[src/rtl/ts_pkg.sv]
package ts_pkg;
    parameter int VA_W    = 16;
    parameter int PA_W    = 16;
    parameter int ASI_W   = 4;
    parameter int CTRL_W  = 4;
    parameter int ID_W    = 3;
    parameter int SHIFT_W = 4;
    parameter int LEN_W   = 4;
    parameter int NSLOT   = 2;
    localparam int EXT_W  = VA_W + 2;

    typedef struct packed {
        logic               occ;
        logic [ID_W-1:0]    id;
        logic [VA_W-1:0]    base;
        logic [SHIFT_W-1:0] shift;
        logic [PA_W-1:0]    pbase;
        logic [ASI_W-1:0]   asi;
    } slot_t;

    function automatic logic span_ok(slot_t s, logic [VA_W-1:0] va,
                                     logic [LEN_W-1:0] len);
        logic [EXT_W-1:0] b, v, e, sz;
        b  = EXT_W'(s.base);
        v  = EXT_W'(va);
        e  = v + EXT_W'(len);
        sz = EXT_W'(1) << s.shift;
        return (b < e) && ((b + sz) >= v);
    endfunction

    function automatic logic [PA_W-1:0] form_pa(slot_t s, logic [VA_W-1:0] va);
        logic [PA_W-1:0] m;
        m = (PA_W'(1) << s.shift) - PA_W'(1);
        return (s.pbase & ~m) | (PA_W'(va) & m);
    endfunction
endpackage

[src/rtl/ts_slot_match.sv]
module ts_slot_match
    import ts_pkg::*;
(
    input  slot_t             slot,
    input  logic [ASI_W-1:0]  asi,
    input  logic [VA_W-1:0]   va,
    input  logic [LEN_W-1:0]  len,
    output logic              match,
    output logic [PA_W-1:0]   pa
);
    always_comb begin
        match = slot.occ && (slot.asi == asi) && span_ok(slot, va, len);
        pa    = form_pa(slot, va);
    end
endmodule

[src/rtl/ts_slot_store.sv]
module ts_slot_store
    import ts_pkg::*;
(
    input  logic                clk,
    input  logic                rst,
    input  logic                fl_en,
    input  logic [ID_W-1:0]     fl_id,
    input  logic [VA_W-1:0]     fl_base,
    input  logic [SHIFT_W-1:0]  fl_shift,
    input  logic [PA_W-1:0]     fl_pbase,
    input  logic [ASI_W-1:0]    fl_asi,
    input  logic                fl_implicit,
    input  logic [CTRL_W-1:0]   fl_ctrl,
    input  logic                tlb_mod,
    output slot_t [NSLOT-1:0]   slots,
    output logic                cvalid,
    output logic [CTRL_W-1:0]   ctrl_q
);
    slot_t [NSLOT-1:0] slot_q;
    slot_t             incoming;
    logic              held;
    logic              take;

    always_comb begin
        held = 1'b0;
        for (int i = 0; i < NSLOT; i++)
            if (slot_q[i].occ && slot_q[i].id == fl_id) held = 1'b1;
        incoming.occ   = 1'b1;
        incoming.id    = fl_id;
        incoming.base  = fl_base;
        incoming.shift = fl_shift;
        incoming.pbase = fl_pbase;
        incoming.asi   = fl_implicit ? '0 : fl_asi;
        take = fl_en && !tlb_mod;
    end

    always_ff @(posedge clk) begin
        if (rst) begin
            cvalid <= 1'b0;
            ctrl_q <= '0;
            slot_q <= '0;
        end else if (tlb_mod) begin
            cvalid <= 1'b0;
        end else if (fl_en) begin
            cvalid <= 1'b1;
            ctrl_q <= fl_ctrl;
            if (!held) begin
                for (int i = NSLOT-1; i > 0; i--) slot_q[i] <= slot_q[i-1];
                slot_q[0] <= incoming;
            end
        end
    end

    assign slots = slot_q;

    a_r5_shift_down: assert property (@(posedge clk) disable iff (rst)
        take && !held |=> slot_q[1] == $past(slot_q[0]) && slot_q[0].id == $past(fl_id));
    a_r6_implicit_zero: assert property (@(posedge clk) disable iff (rst)
        take && !held && fl_implicit |=> slot_q[0].asi == '0);
    a_r7_mod_clears: assert property (@(posedge clk) disable iff (rst)
        tlb_mod |=> !cvalid && $stable(slot_q));
    a_r8_held_stable: assert property (@(posedge clk) disable iff (rst)
        take && held |=> $stable(slot_q) && cvalid);
endmodule

[src/rtl/ts_shortcut.sv]
module ts_shortcut
    import ts_pkg::*;
(
    input  logic                clk,
    input  logic                rst,
    input  logic [ASI_W-1:0]    lk_asi,
    input  logic [VA_W-1:0]     lk_va,
    input  logic [LEN_W-1:0]    lk_len,
    input  logic [CTRL_W-1:0]   lk_ctrl,
    output logic                lk_hit,
    output logic                lk_slot,
    output logic [PA_W-1:0]     lk_pa,
    input  logic                fl_en,
    input  logic [ID_W-1:0]     fl_id,
    input  logic [VA_W-1:0]     fl_base,
    input  logic [SHIFT_W-1:0]  fl_shift,
    input  logic [PA_W-1:0]     fl_pbase,
    input  logic [ASI_W-1:0]    fl_asi,
    input  logic                fl_implicit,
    input  logic [CTRL_W-1:0]   fl_ctrl,
    input  logic                tlb_mod
);
    slot_t [NSLOT-1:0]  slots;
    logic               cvalid;
    logic [CTRL_W-1:0]  ctrl_q;
    logic [NSLOT-1:0]   match;
    logic [PA_W-1:0]    pa_s [NSLOT];
    logic [NSLOT-1:0]   pick;
    logic               state_ok;

    ts_slot_store u_store (
        .clk(clk), .rst(rst), .fl_en(fl_en), .fl_id(fl_id), .fl_base(fl_base),
        .fl_shift(fl_shift), .fl_pbase(fl_pbase), .fl_asi(fl_asi),
        .fl_implicit(fl_implicit), .fl_ctrl(fl_ctrl), .tlb_mod(tlb_mod),
        .slots(slots), .cvalid(cvalid), .ctrl_q(ctrl_q)
    );

    for (genvar g = 0; g < NSLOT; g++) begin : g_match
        ts_slot_match u_match (
            .slot(slots[g]), .asi(lk_asi), .va(lk_va), .len(lk_len),
            .match(match[g]), .pa(pa_s[g])
        );
    end

    always_comb begin
        state_ok = cvalid && (ctrl_q == lk_ctrl);
        pick     = '0;
        lk_hit   = 1'b0;
        lk_slot  = 1'b0;
        lk_pa    = '0;
        for (int i = NSLOT-1; i >= 0; i--) begin
            if (state_ok && match[i]) begin
                pick    = '0;
                pick[i] = 1'b1;
                lk_hit  = 1'b1;
                lk_slot = 1'(i);
                lk_pa   = pa_s[i];
            end
        end
    end

    a_r4_single_pick: assert property (@(posedge clk) disable iff (rst)
        $onehot0(pick) && (lk_hit == (pick != '0)));
    a_r4_slot0_first: assert property (@(posedge clk) disable iff (rst)
        state_ok && match[0] |-> lk_hit && !lk_slot);
    a_r7_miss_after_mod: assert property (@(posedge clk) disable iff (rst)
        tlb_mod |=> !lk_hit);
    a_r2_ctrl_gate: assert property (@(posedge clk) disable iff (rst)
        lk_hit |-> ctrl_q == lk_ctrl);
endmodule

[config.mk]
export PLATFORM = sky130hd
export DESIGN_NAME = ts_shortcut
export DESIGN_NICKNAME = d
export VERILOG_FILES = /design/src/rtl/ts_pkg.sv /design/src/rtl/ts_slot_match.sv /design/src/rtl/ts_slot_store.sv /design/src/rtl/ts_shortcut.sv
export SDC_FILE = /design/constraint.sdc
export NUM_CORES = 1
export LEC_CHECK = 0
export ABC_AREA = 0
export BUFFER_PORTS_ARGS = -buffer_cell sky130_fd_sc_hd__buf_2
export CORE_MARGIN = 3
export CORE_UTILIZATION = 32
export DETAILED_ROUTE_END_ITERATION = 12
export PLACE_DENSITY_LB_ADDON = 0.2
export REMOVE_ABC_BUFFERS = 1
export SYNTH_ARGS = -nofsm -noshare
export SYNTH_HDL_FRONTEND = slang
export SYNTH_SLANG_ARGS = --single-unit
[constraint.sdc]
create_clock -name clk -period 13.2 [get_ports clk]
set_input_delay 2.64 -clock clk [delete_from_list [all_inputs] [get_ports clk]]
set_output_delay 2.64 -clock clk [all_outputs]
set_load 0.01 [all_outputs]
-- Yosys cells after proc, flatten, opt, wreduce, memory -nomap -nowiden
Cells that the tools add are included.
- eq/ne operators: 5
- reductions and logical operators: 14
- magnitude comparators: 4
- bitwise logic cells: 10
- shift-type cells: 4
- muxes and demuxes: 8
- add/sub/neg operators: 5
- operators by type and width (cell ; number):
    bitwise AND 16 bit ; 4
    adder 16 x 18 -> 18 bit ; 2
    >= comparator 18 x 16 -> 1 bit ; 2
    less-than comparator 16 x 18 -> 1 bit ; 2
    << shifter 1 x 4 -> 18 bit, first input constant ; 2
    2-to-1 mux 16 bit ; 2
    inverter 16 bit ; 2
    bitwise OR 16 bit ; 2
    << shifter 1 x 4 -> 16 bit, first input constant ; 2
    subtractor 16 x 2 -> 16 bit, second input constant ; 2
    adder 16 x 4 -> 17 bit ; 1
    equality test 4 bit ; 3
    logical AND 1 bit ; 11
    equality test 3 bit ; 2
    2-to-1 mux 1 bit ; 5
    2-to-1 mux 4 bit ; 1
    AND reduction 3 bit ; 1
    inverter 1 bit ; 2
    AND reduction 2 bit ; 1
    OR reduction 2 bit ; 1
- word-level logic and storage cells: 64
- bits in registers: 93
- output and inout bits: 18
- bits of input ports: 80

-- Longest topological paths before layout
Gate-level depths: netlist of run 1.
- depth after elaboration: 8
- mapped depth: 23
- mapped depth without buffers: 21

-- Hierarchy
A second synthesis of run 1 with hierarchy kept.
- cells, all modules: 1109
- area, all modules: 8939.8 um^2
- by module, submodules not included (module ; instances ; cells each ; seq. area each (um^2) ; area each (um^2)):
    ts_slot_store ; 1 ; 371 ; 1861.8 ; 3764.9
    ts_slot_match (g_match[1].u_match) ; 1 ; 356 ; 0.0 ; 2431.1
    ts_slot_match (g_match[0].u_match) ; 1 ; 333 ; 0.0 ; 2366.0
    ts_shortcut ; 1 ; 49 ; 0.0 ; 377.9

-- Worst setup path after synthesis of run 1
Ideal clock, no wire load.
- path kind: in2out
- start: input lk_va[0]
- end: output lk_pa[8]
- path buffers: 0
- data arrival time: 5590 ps
- stages on the path: 17
- required time: 10560 ps
- setup slack: 4970 ps
- path through: ha_1 -> fa_1 -> a21o_1 -> a21oi_2 -> nor2_1 -> and3_1 -> nand2_1 -> xnor2_1 -> ha_1 -> nand2_1 -> o21ai_1 -> nor3_1 -> o21ai_0 -> a31oi_1 -> o221ai_4 -> a2111oi_0 -> a31o_1
- longest elaborated chain between the ends: 7
- elaborated cells between the ends (all ways): 13
- classes of those cells: add/sub: 1; order compare: 4; mux: 2; reduce/logical: 6
- RTL lines (what ; RTL line ; RTL):
    from (decl) ; ts_shortcut.sv:7 ; input logic [VA_W-1:0] lk_va,
    adder 16 x 4 -> 17 bit ; ts_pkg.sv:26 ; e = v + EXT_W'(len);
    less-than comparator 16 x 18 -> 1 bit ; ts_pkg.sv:28 ; return (b < e) && ((b + sz) >= v);
    logical AND 1 bit ; ts_pkg.sv:28 ;
    logical AND 1 bit ; ts_slot_match.sv:12 ; match = slot.occ && (slot.asi == asi) && span_ok(slot, va, len);
    logical AND 1 bit ; ts_shortcut.sv:52 ; if (state_ok && match[i]) begin
    2-to-1 mux 16 bit ; ts_shortcut.sv:52 ;
    2-to-1 mux 16 bit (*) ; ts_shortcut.sv:52 ;
    to (decl) ; ts_shortcut.sv:12 ; output logic [PA_W-1:0] lk_pa,
Every way passes the cells marked *; elsewhere a longest branch is shown, timed or not.

-- Worst setup path in the final report of run 1
Ends and elaborated chain as after synthesis.

==> impl_summary.md, run 1 <==
Status
The flow ran to the end, and the final reports show no timing, DRC or antenna violations.

Placement
Counting tap cells, the placed design contains a total of 1402 instances. The HPWL after detailed placement is 17200 um. The final estimated routing congestion in global placement is about 0.87. The count of buffers from port buffering is just under 100. The placed instances occupy a cell area of approximately 8400 um2.

Timing
The worst path in the final design needs a cycle of slightly above 9 ns, including I/O delays and setup. Setup repair after global routing left no endpoint under its margin. Clock skew on the completed layout was measured at about 0.011 ns.

The relative slew slack is 0.293. Dividing the final minimum period by the clock period gives 0.697. The final-report hold violation count is 0. At the pin with the least slew margin, the transition time is between 1 and 1.5 ns. Summed over all failing endpoints, the final setup total negative slack is 0 ns. The highest achievable clock rate is approximately 110 MHz. The final-report max-slew violation count was 0.

Setup violations remaining at the end of the flow were counted as 0.

Global route
The pin count of the biggest net entering global routing is between 90 and 100. The overall global routing resource usage is 0.178. The first global-routing pass estimated ~37000 um of wire. The via count of the first global-routing pass is around 7000. The number of antenna violations at the first check in global routing came to 0.

The overall overflow remaining after global route is 0.

Drt
The total length of routed wires is between 20000 and 25000 um. The final route contains 7204 vias. The routed wire length per instance is around 16 um. For this run, design rule violations remaining after detail routing come to 0. The detailed-route vias per instance is 5.08.

The number of DRC markers in iteration 0 is 520. The first TritonRoute pass finished after 6 iterations. The post-detailed-route count of antenna-violating nets is 0.

Die
The placement row count is 56. The core area is 23600 um2. The die covers between 20000 and 30000 um2. The die is roughly 160 um tall. For this configuration, the core starts out at a cell density of 0.327. The die is between 150 and 200 um wide.

98 I/O pins were placed.

Logic synthesis
The most area-hungry cell type in the Yosys netlist is sky130_fd_sc_hd__dfxtp_1. The number of storage elements in the synthesis netlist is 93. The library cell with the highest instance count after synthesis is sky130_fd_sc_hd__nand2_1. The commonest cells after synthesis are sky130_fd_sc_hd__nand2_1, sky130_fd_sc_hd__a21oi_1, sky130_fd_sc_hd__ha_1. The synthesized cell area is between 7000 and 8000 um2. A synthesized cell averages 7.46 um2. The synthesized netlist contains 70 unique library cells.

Counting every instance in the synthesized netlist gives roughly 1000. Among all flip-flop cells after synthesis, the most frequent one is sky130_fd_sc_hd__dfxtp_1. Of the post-synthesis cell area, the dominant cell type holds 0.241. For this run, the register share of the synthesized area comes to 0.241. The proportion of synthesized flip-flops having asynchronous set or reset is 0.

For this run, the number of Yosys warnings is 0. In this run, synthesis inferred 0 flip-flops with an integrated enable. By area the synthesized netlist is led by sky130_fd_sc_hd__dfxtp_1, sky130_fd_sc_hd__ha_1, sky130_fd_sc_hd__nand2_1.

Pwr
The internal power of the cells totals around 480 uW. IR analysis of the VDD net gives a maximum drop of 0.0000492 V. The switching power as a share of total power is 0.325.

In this run the power spent charging and discharging nets is between 200 and 250 uW. The share of total power dissipated in combinational logic is 0.194. Power spread over the standard cell area amounts to approximately 80 nW/um2.

The leakage power figure is about 0.0038 uW. Of the total power, registers draw 0.425. The power consumption is just over 700 uW. The proportion of power drawn by the clock network is 0.380.

Setup path
The data arrival time at the worst-slack endpoint is 6.56 ns. At the worst endpoint, the required time is between 10 and 15 ns. The peak fanout along the critical path is 34. The depth of the worst register-to-register path is 7.

The type of origin of the critical path is a primary input. The worst setup path is of the primary input to output pin kind. The type of destination of the critical path is an output pin.

Hold path
Counting instances, the worst hold path has a depth of 2. The type of the worst min-delay path is flop to flop.

Layout
The multi-input combinational cells in the finished layout cover a total of about 5500 um2. The count of filler cells inserted in the layout is ~2600. The number of antenna diodes in the final layout is 0.

The finished cells cover 8700 um2. The number of standard cells in the layout, taps in and fillers out is around 1400. The count of nets after finishing is approximately 1300. The layout overhead on the synthesized area is 12.7%.

The share of cells above drive strength 1 is 0.126. The sequential cell area is about 1900 um2. For this run, the share of the core covered by cells in the final layout is 0.368.

Clock network
The maximum number of buffers from clock root to sink is 2. The clock-pin transition on the worst setup and hold timing paths is 0.08 ns. TritonCTS built the clock tree. In this run, post-CTS hold repair placed 0 buffers. Once the clock tree was built, the setup fixing pass inserted 0 buffers. The later-pin clock latency in the skew report is roughly 0.36 ns. Counting every sink on the clock net gives slightly above 90. The number of buffers created by CTS is 9. The number of cells upsized or downsized after cts is 0. The tree is rooted in a sky130_fd_sc_hd__clkbuf_16. The H-tree was split into 3 levels.

Job
The tool flagged a number of max-cap violations equal to 0.
## routing by layer
| layer | vias up | global-route usage | routed length (um) | part of all wire |
|---|---|---|---|---|
| met5 | - | 0 | 0 | 0 |
| met4 | 0 | 0.0454 | 363 | 0.016 |
| met3 | 26 | 0.0287 | 1080 | 0.047 |
| met2 | 162 | 0.282 | 10200 | 0.44 |
| met1 | 3287 | 0.253 | 11400 | 0.50 |
| li1 | 3729 | - | - | - |
## worst paths after layout
| check | startpoint | to | slack (ns) |
|---|---|---|---|
| worst min-delay path | u_store.slots[58] | u_store.slots[58] | 0.45 |
| worst max register to register | u_store.slots[40] | u_store.slots[50] | 10.77 |
| worst max-delay path | lk_va[0] | lk_pa[8] | 4.00 |
| worst min register to register | u_store.slots[58] | u_store.slots[58] | 0.45 |
## state kept, by name (all words and copies together) (netlist names)
name / flops
u_store.slots: 88
u_store.ctrl_q: 4
u_store.cvalid: 1
## placed cells by master, fill, tap and decap left out, types with 15 or more instances in the layout
master                      n
sky130_fd_sc_hd__a21oi_1  138
sky130_fd_sc_hd__a31o_1    15
sky130_fd_sc_hd__buf_2     96
sky130_fd_sc_hd__dfxtp_1   93
sky130_fd_sc_hd__ha_1      99
sky130_fd_sc_hd__inv_1     35
sky130_fd_sc_hd__mux2i_1   15
sky130_fd_sc_hd__nand2_1  213
sky130_fd_sc_hd__nor2_1    84
sky130_fd_sc_hd__nor3_1    22
sky130_fd_sc_hd__o21ai_0   36
sky130_fd_sc_hd__xnor2_1   39
sky130_fd_sc_hd__xor2_1    23
## per-stage QoR
| stage | hold WS (ns) | setup slack [ns] |
|---|---|---|
| finish | 0.454 | 4.00 |
| global route | 0.474 | 3.41 |
| CTS | 0.456 | 3.95 |
| detailed placement | 0.445 | 3.96 |
| global placement | 0.441 | 3.95 |
| floorplan | 0.427 | 4.76 |
## worst max-delay path: stages
cell,delay [ns]
sky130_fd_sc_hd__buf_2,0.14
sky130_fd_sc_hd__ha_1,0.23
sky130_fd_sc_hd__fa_1,0.40
sky130_fd_sc_hd__a21o_1,0.21
sky130_fd_sc_hd__a21oi_2,0.22
sky130_fd_sc_hd__nor2_1,0.12
sky130_fd_sc_hd__and3_1,0.23
sky130_fd_sc_hd__nand2_1,0.09
sky130_fd_sc_hd__xnor2_1,0.16
sky130_fd_sc_hd__ha_1,0.29
sky130_fd_sc_hd__nand2_1,0.06
sky130_fd_sc_hd__o21ai_1,0.07
sky130_fd_sc_hd__nor3_1,0.15
sky130_fd_sc_hd__o21ai_0,0.11
sky130_fd_sc_hd__a31oi_1,0.29
sky130_fd_sc_hd__o221ai_4,0.44
sky130_fd_sc_hd__a2111oi_0,0.43
sky130_fd_sc_hd__a31o_1,0.14
sky130_fd_sc_hd__buf_2,0.13
## final cells by class
type | count | area share
multi-input cells | 853 | 0.632
flip-flops and latches | 93 | 0.214
inverters | 37 | 0.0160
clock buffers | 9 | 0.0259
clock inverters | 7 | 0.00762
repair buffers | 100 | 0.0587
well taps | 319 | 0.0459
## power groups by stage
| stage | clock network (uW) | registers (uW) | logic, uW |
|---|---|---|---|
| 2_1_floorplan | 0 | 304 | 88.3 |
| 3_3_place_gp | 0 | 308 | 138 |
| 3_5_place_dp | 0 | 308 | 138 |
| 4_1_cts | 281 | 301 | 139 |
| 5_1_grt | 290 | 303 | 157 |
| 6_report | 269 | 301 | 137 |
## logic make-up after synthesis
family / after synthesis / synth area share
buffers and inverters: 88 / 0.0469
DFF: 93 / 0.241
and+or+nand+nor: 389 / 0.220
xor gates and xnor gates: 62 / 0.0704
muxes: 20 / 0.0268
adders and majority gates: 104 / 0.171
AOI/OAI and AO/OA: 278 / 0.224
(Power assumes the default switching activity.)
==> run 2, diff against run 1 <==
--- a/config.mk
+++ b/config.mk
@@ -5,7 +5,7 @@
 export SDC_FILE = /design/constraint.sdc
 export NUM_CORES = 1
 export LEC_CHECK = 0
-export ABC_AREA = 0
+export ABC_AREA = 1
 export BUFFER_PORTS_ARGS = -buffer_cell sky130_fd_sc_hd__buf_2
 export CORE_MARGIN = 3
 export CORE_UTILIZATION = 32
==> constraint.sdc (replaced) <==
create_clock -name clk -period 7.98 [get_ports clk]
set_input_delay 1.596 -clock clk [delete_from_list [all_inputs] [get_ports clk]]
set_output_delay 1.596 -clock clk [all_outputs]
set_load 0.01 [all_outputs]
==> run 2 against run 1 <==
Die area rose by 4.9%. Core utilization up 0.47 points. Clock power increased by 75%. Sequential power up 68%. First-iteration DRC count is 34% lower. Cell count increased by 13%. Wire length increased by 10%. Hold slack better by 0.0082 ns. Critical path type unchanged. Highest routed layer unchanged.
==> impl_summary.md, run 2 <==
Status
The run finished with clean final reports.

Logic synthesis
The synthesized cell area is 8100 um2. Of the synthesized area, sequential elements account for 0.230. The leading register cell type out of synthesis is sky130_fd_sc_hd__dfxtp_1.

The share of synthesized area in the top cell type comes to 0.230. The most area-hungry cell type in the Yosys netlist is sky130_fd_sc_hd__dfxtp_1. Synthesis handed over a netlist of 1200 instances. Ranked by total cell area, the synthesized netlist is headed by sky130_fd_sc_hd__dfxtp_1, sky130_fd_sc_hd__ha_1, sky130_fd_sc_hd__nand2_1. The library cell with the highest instance count after synthesis is sky130_fd_sc_hd__nand2_1.

The number of warnings printed during yosys synthesis is 0. The number of flops mapped to enable cells by yosys is 0. The count of cell types in the netlist is between 40 and 50. The mean area per synthesized cell is between 6 and 7 um2. Synthesis inferred 93 register bits. For this run, asynchronously set or reset flops after synthesis account for 0. In the synthesized netlist, the cells that appear most often are sky130_fd_sc_hd__nand2_1, sky130_fd_sc_hd__inv_1, sky130_fd_sc_hd__a21oi_1.

Drt
Dividing the detail-routed via count by the number of cells gives 4.95. In this run, the number of DRC markers left after iteration 0 of detailed routing was around 340. For this block, the via count after detailed routing is 7907.

After detailed routing, the average wire length per cell comes to 15.9 um. The first TritonRoute pass finished after 5 iterations. The post-detailed-route count of antenna-violating nets is 0. After detailed routing, the number of remaining DRC violations is 0. The total length of routed wires is 25300 um.

Placement
The HPWL after detailed placement is ~20000 um. In this run the tool buffered the top-level ports with a little under 100 buffer cells. At the end of routability-driven placement, the weighted congestion stood at between 0.8 and 0.9.

In this run, placement finished with an instance count of 1582. The worst slack at placement is ~1.1 ns.

Die
The floorplan step defined a die boundary enclosing 27300 um2. Pin placement for this block handled slightly below 100 I/O pins. The die extent in x is ~170 um. Row generation in the floorplan step produced between 50 and 60 rows. Measured along the y axis, the die boundary spans around 170 um. The initial utilization of the core area, before any placement, comes to 0.329. The core area is ~25000 um2.

Clock network
TritonCTS built the clock tree. After clock tree synthesis, the setup repair step added 0 buffers. The number of clock sinks is 93.

The clock reaches the later pin of the worst-skew pair after 0.35 ns. Clock tree synthesis selected as its root buffer the cell sky130_fd_sc_hd__clkbuf_16. Buffers inserted during clock tree synthesis total 9. The H-tree generated during clock tree synthesis spans 3 levels. The number of cells upsized or downsized after cts is 0.

In this run the deepest clock path goes through 2 buffers. Hold repair after CTS inserted 0 buffers. Clock-pin slew was measured on the worst setup and hold paths at roughly 0.070 ns.

Setup path
Data on the critical path arrives at its endpoint at ~5.3 ns. The reg2reg setup slack is approximately 5.7 ns. STA puts the critical path data required time at 6.38 ns. The worst setup path is captured at an output pin.

The type of origin of the critical path is a primary input. The peak fanout along the critical path is 17. The critical path in this run is classified as primary input to output pin.

Timing
After routing, the total negative slack on setup checks comes to 0 ns. The final-report max-slew violation count came to 0. The number of setup violations in the final report is 0. Setup repair after global routing left no endpoint under its margin. The share of the clock period used by the worst path is 0.859. For the pin with the worst max-slew slack, the measured transition is just under 0.9 ns.

The final worst slack is between 1 and 1.5 ns. The final-report hold violation count is 0. The minimum clock period is approximately 7 ns. The relative slew slack is 0.417.

The clock skew is 0.0107 ns. Derived from the worst setup path, the maximum achievable clock frequency is approximately 150 MHz.

Global route
The number of antenna violations at the first check in global routing was 0. The pin count of the biggest net entering global routing is 84. After global routing the overflow that remains totals 0. In the global route stage, overall resource usage came out at 0.190.

The via count of the first global-routing pass is around 7800. The first global-routing pass estimated between 40000 and 50000 um of wire.

Pwr
The total power per unit cell area is about 140 nW/um2. For this design the static power due to leakage is 0.00443 uW. VDD sags by at most slightly below 0.0001 V.

Layout
The number of standard cells in the layout, taps in and fillers out is 1598. The most common cell after layout, fill and taps aside is sky130_fd_sc_hd__nand2_1. The final layout contains approximately 1500 nets. In the layout the commonest cells are sky130_fd_sc_hd__nand2_1, sky130_fd_sc_hd__inv_1, sky130_fd_sc_hd__a21oi_1. From synthesis to final layout, the design area changed by 13.3%.

The repair_antennas step left the layout with diodes totalling 0. The register with the most flip-flops in the layout has just under 90 of them. The share of cells above drive strength 1 is 0.127.

Job
Across the run, the number of max-cap violations was 0.

Hold path
The type of the worst min-delay path is flop to flop.
## run 2: cell count changes after synthesis, sizes merged, moves of 11 or more
cell / previous run / this run
nand3: 15 / 39
a31o: 15 / 0
xnor2: 39 / 26
mux2i: 15 / 0
o21ai: 45 / 68
nor2: 84 / 122
a211oi: 7 / 34
nand2b: 13 / 0
nand2: 214 / 286
o21a: 14 / 3
a21oi: 139 / 117
inv: 37 / 138
nand4: 9 / 63
## run 2: final cells by class
| cell class | count | area, um2 |
|---|---|---|
| fillers | 2690 | 15400 |
| clock buffers | 12 | 267 |
| multi-input cells | 925 | 5550 |
| repair buffers | 102 | 526 |
| inverters | 138 | 518 |
| well taps | 324 | 405 |
| clock inverters | 4 | 52.6 |
| flip-flops and latches | 93 | 1860 |
## run 2: per-layer routing
metal,global-route usage,part of all wire
met3,0.0237,0.044
met2,0.316,0.46
met4,0.0431,0.013
met1,0.262,0.48
met5,0,0
## run 2: cells by family (layout without fill, tap and decap cells)
group / after synthesis / in the layout / synth area share
adder cells (fa/ha/maj): 102 / 102 / 0.160
AND/OR/NAND/NOR: 533 / 533 / 0.300
XOR/XNOR: 55 / 55 / 0.0595
AO/OA/AOI/OAI: 235 / 235 / 0.162
flip-flops: 93 / 93 / 0.230
buffers and inverters: 182 / 256 / 0.0880
## run 2: worst max-delay path, stage by stage
cell and delay (ns):
sky130_fd_sc_hd__buf_2 0.12, sky130_fd_sc_hd__ha_1 0.34, sky130_fd_sc_hd__nand3_1 0.09, sky130_fd_sc_hd__nand2_1 0.10, sky130_fd_sc_hd__nand2_1 0.06, sky130_fd_sc_hd__a21oi_1 0.29, sky130_fd_sc_hd__nand4_1 0.25, sky130_fd_sc_hd__nor2_1 0.27
sky130_fd_sc_hd__nand3_1 0.12, sky130_fd_sc_hd__xor2_1 0.23, sky130_fd_sc_hd__ha_1 0.29, sky130_fd_sc_hd__a21oi_1 0.14, sky130_fd_sc_hd__o21ai_0 0.10, sky130_fd_sc_hd__nand3_1 0.08, sky130_fd_sc_hd__nand2_1 0.08, sky130_fd_sc_hd__nor2_4 0.12
sky130_fd_sc_hd__nand3_4 0.10, sky130_fd_sc_hd__nor2_8 0.37, sky130_fd_sc_hd__nor2_8 0.19, sky130_fd_sc_hd__nand2_2 0.09, sky130_fd_sc_hd__nand2_1 0.06, sky130_fd_sc_hd__buf_2 0.14
## run 2: metrics by stage
stage          power, uW   util  instance area [um2]  hold WS (ns)
6_report            1290  0.373                 9180         0.462
5_1_grt             1360  0.373                 9180         0.486
4_1_cts             1300  0.373                 9180         0.463
3_5_place_dp         827  0.360                 8860         0.448
3_3_place_gp         826  0.360                 8860         0.449
2_1_floorplan        712      -                 7910         0.432
## run 2: worst paths after layout
kind / startpoint / endpoint / cells past startpoint
max: lk_va[2] / lk_pa[6] / 22
min: u_store.slots[56] / u_store.slots[56] / 2
max reg2reg: u_store.slots[84] / u_store.slots[64] / 6
min reg2reg: u_store.slots[56] / u_store.slots[56] / 2
## run 2: power breakdown
part / internal, uW / leakage [uW] / switching (uW)
clock network: 271 / 0.000160 / 199
registers: 485 / 0.000760 / 21.5
logic: 108 / 0.00351 / 201
total: 864 / 0.00443 / 422
==> run 3, diff against run 2 <==
--- a/config.mk
+++ b/config.mk
@@ -11,7 +11,7 @@
 export CORE_UTILIZATION = 32
 export DETAILED_ROUTE_END_ITERATION = 12
 export PLACE_DENSITY_LB_ADDON = 0.2
-export REMOVE_ABC_BUFFERS = 1
+export SLEW_MARGIN = 30
 export SYNTH_ARGS = -nofsm -noshare
 export SYNTH_HDL_FRONTEND = slang
 export SYNTH_SLANG_ARGS = --single-unit
==> run 3 against run 2 <==
First-iteration DRC count rose by 16%. Sequential cell count is the same. Sequential power about the same. Core utilization hardly changed. Clock-buffer cell count fell by 2. Cell count stayed put. Critical path depth did not move. Worst setup slack got worse by 0.080 ns. Clock power down 4%. Largest cell class unchanged.
==> impl_summary.md, run 3 (synthesis gave the netlist of run 2 again) <==
Drt
The total length of routed wires is around 26000 um. Before antenna repair, the detailed router went through 5 iterations. Detailed routing inserted a total of about 8000 vias. In the final routed layout, each cell accounts on average for about 16 um. In the routed design, unresolved DRC markers number 0. The post-detailed-route count of antenna-violating nets is 0. The number of DRC markers in iteration 0 is 398. The detailed-route vias per instance is 5.01.

Status
The run finished with clean final reports.

Layout
The count of filler cells inserted in the layout is about 2700. The count of nets after finishing is ~1500. The area growth from synthesis to layout is 13.2%. The end-of-flow core utilization is 0.373. In the layout the commonest cells are sky130_fd_sc_hd__nand2_1, sky130_fd_sc_hd__inv_1, sky130_fd_sc_hd__a21oi_1. The multi-input combinational cells in the finished layout cover a total of approximately 5500 um2. The share of cells above drive strength 1 is 0.126. The number of flip-flops under the largest register name is 88. The sequential cell area is ~1900 um2.

The most common cell after layout, fill and taps aside is sky130_fd_sc_hd__nand2_1. The antenna diode instance count is 0.

Pwr
The switching power as a share of total power is 0.337. The maximum VDD drop is 0.000110 V. The share of total power dissipated in combinational logic is 0.244. The power dissipated by switching net loads is 427 uW. The total power per unit cell area is between 100 and 150 nW/um2. The share of total power dissipated in the clock network is 0.356. In this run the static leakage power is approximately 0.0044 uW.

The internal portion of the total power is approximately 840 uW. The share of total power dissipated in sequential elements is 0.401.

Timing
The clock skew is just over 0.008 ns. After layout, the minimum clock period comes to approximately 6.9 ns. At the pin with the least slew margin, the transition time is just under 0.8 ns. The share of the clock period used by the worst path is 0.869. For this run, the top clock speed supported by timing is 144 MHz. Setup repair after global routing left no endpoint under its margin. Setup violations remaining at the end of the flow were counted as 0. The final-report max-slew violation count is 0. The relative slew slack is 0.480. The final-report hold violation count came to 0. The final-layout setup total negative slack is 0 ns.

Setup path
The worst setup path is launched from a primary input. STA classifies the critical path endpoint as an output pin. The depth of the worst register-to-register path is 6. At the worst endpoint, the required time is 6.38 ns. The reg2reg setup slack is around 5.7 ns. The class of the most critical setup path is primary input to output pin.

The endpoint identified for the worst register-to-register timing path is u_store.slots[7]. Data arrives at the worst endpoint at 5.34 ns. The startpoint identified for the worst register-to-register timing path is u_store.slots[84]. The peak fanout along the critical path is 17.

Job
Max-cap violations in this run came to 0.

Hold path
The startpoint of the lowest-slack hold path is u_store.slots[52]. The tightest min-delay check is of the flop to flop type. The endpoint of the worst hold path is u_store.slots[52]. Along the worst hold path, the cell count comes to 2.

Global route
The first global-routing pass estimated roughly 42000 um of wire. The number of antenna violations at the first check in global routing is 1. For this run, the total global-route usage over all layers was measured as 0.197. Entering global routing, the biggest net connects 80 pins. The via count of the first global-routing pass is 7618.

For this run the aggregate overflow at the end of global routing stands at 0.

Clock network
The buffer count from post-CTS setup fixing is 0. The clock passes through at most 2 buffers. The number of buffers created by CTS is 9. The later-pin clock latency in the skew report is 0.36 ns. The maximum level of the CTS H-tree is 3. In this run, post-CTS hold repair placed 0 buffers.

After clock tree synthesis, the repair step resized 0 gates. The root buffer cell chosen for the clock tree is sky130_fd_sc_hd__clkbuf_16. TritonCTS built the clock tree. For this design, the sink count on the clock tree is between 90 and 100. The clock-pin transition on the worst setup and hold timing paths is approximately 0.07 ns.

Die
The placement row count is 57. In this run the count of I/O pins placed on the die edge is 98. The die extent in y is 165 um. The floorplan step defined a die boundary enclosing between 20000 and 30000 um2. After floorplanning, the core was sized to cover between 20000 and 25000 um2. The die extent in x is between 150 and 200 um. The initial utilization of the core area, before any placement, comes to 0.329.

Placement
Routability-driven placement finished with a final weighted congestion of approximately 0.88. The count of buffers from port buffering is 97. Summed over all nets, the half-perimeter wirelength after detailed placement is between 20000 and 25000 um.

Logic synthesis
The post-synth net total is between 1000 and 1500.
run 3: final cells by class:
class / instances / share of cell area
multi-input cells: 925 / 0.605
well taps: 324 / 0.0442
repair buffers: 102 / 0.0594
inverters: 138 / 0.0564
clock buffers: 10 / 0.0250
clock inverters: 6 / 0.00750
flip-flops and latches: 93 / 0.203
run 3: per-layer routing:
metal | GRT usage | part of all wire
met5 | 0 | 0.00049
met2 | 0.321 | 0.45
met4 | 0.0538 | 0.022
met1 | 0.267 | 0.47
met3 | 0.0357 | 0.052
run 3: worst max path at each step:
stage | startpoint | end | cells past startpoint
final | lk_va[2] | lk_pa[15] | 22
after global routing | lk_va[2] | lk_pa[15] | 22
after floorplan | lk_va[2] | lk_pa[7] | 21
after global placement | lk_va[2] | lk_pa[15] | 22
after CTS | lk_va[2] | lk_pa[15] | 22
after detailed placement | lk_va[2] | lk_pa[15] | 22
run 3: power by group through the flow:
| stage | logic, uW | registers [uW] | clock network, uW |
|---|---|---|---|
| after global placement | 305 | 518 | 0 |
| after floorplan | 213 | 508 | 0 |
| final | 309 | 508 | 451 |
| after global routing | 354 | 511 | 481 |
| after CTS | 310 | 508 | 463 |
| after detailed placement | 308 | 518 | 0 |
run 3: through the flow:
step | total power, uW | instances | worst slack [ns] | hold WS [ns] | area (um2)
floorplan | 721 | 1200 | 2.07 | 0.434 | 8100
global placement | 823 | 1581 | 1.19 | 0.450 | 8850
global route | 1350 | 1598 | 0.717 | 0.483 | 9180
finish | 1270 | 1598 | 1.04 | 0.464 | 9180
detailed placement | 826 | 1582 | 1.08 | 0.453 | 8880
CTS | 1280 | 1598 | 1.08 | 0.465 | 9180
run 3: critical path, stage by stage:
cell and delay [ns]:
sky130_fd_sc_hd__buf_2 0.13, sky130_fd_sc_hd__ha_1 0.35, sky130_fd_sc_hd__nand3_1 0.09, sky130_fd_sc_hd__nand2_1 0.11
sky130_fd_sc_hd__nand2_1 0.06, sky130_fd_sc_hd__a21oi_1 0.38, sky130_fd_sc_hd__nand4_1 0.27, sky130_fd_sc_hd__nor2_1 0.25
sky130_fd_sc_hd__inv_1 0.09, sky130_fd_sc_hd__o22ai_1 0.25, sky130_fd_sc_hd__ha_1 0.30, sky130_fd_sc_hd__a21oi_1 0.14
sky130_fd_sc_hd__o21ai_0 0.10, sky130_fd_sc_hd__nand3_1 0.09, sky130_fd_sc_hd__nand2_1 0.08, sky130_fd_sc_hd__nor2_4 0.12
sky130_fd_sc_hd__nand3_4 0.10, sky130_fd_sc_hd__nor2_8 0.33, sky130_fd_sc_hd__nor2_8 0.15, sky130_fd_sc_hd__nand2_1 0.09
sky130_fd_sc_hd__nand2_1 0.09, sky130_fd_sc_hd__buf_2 0.15
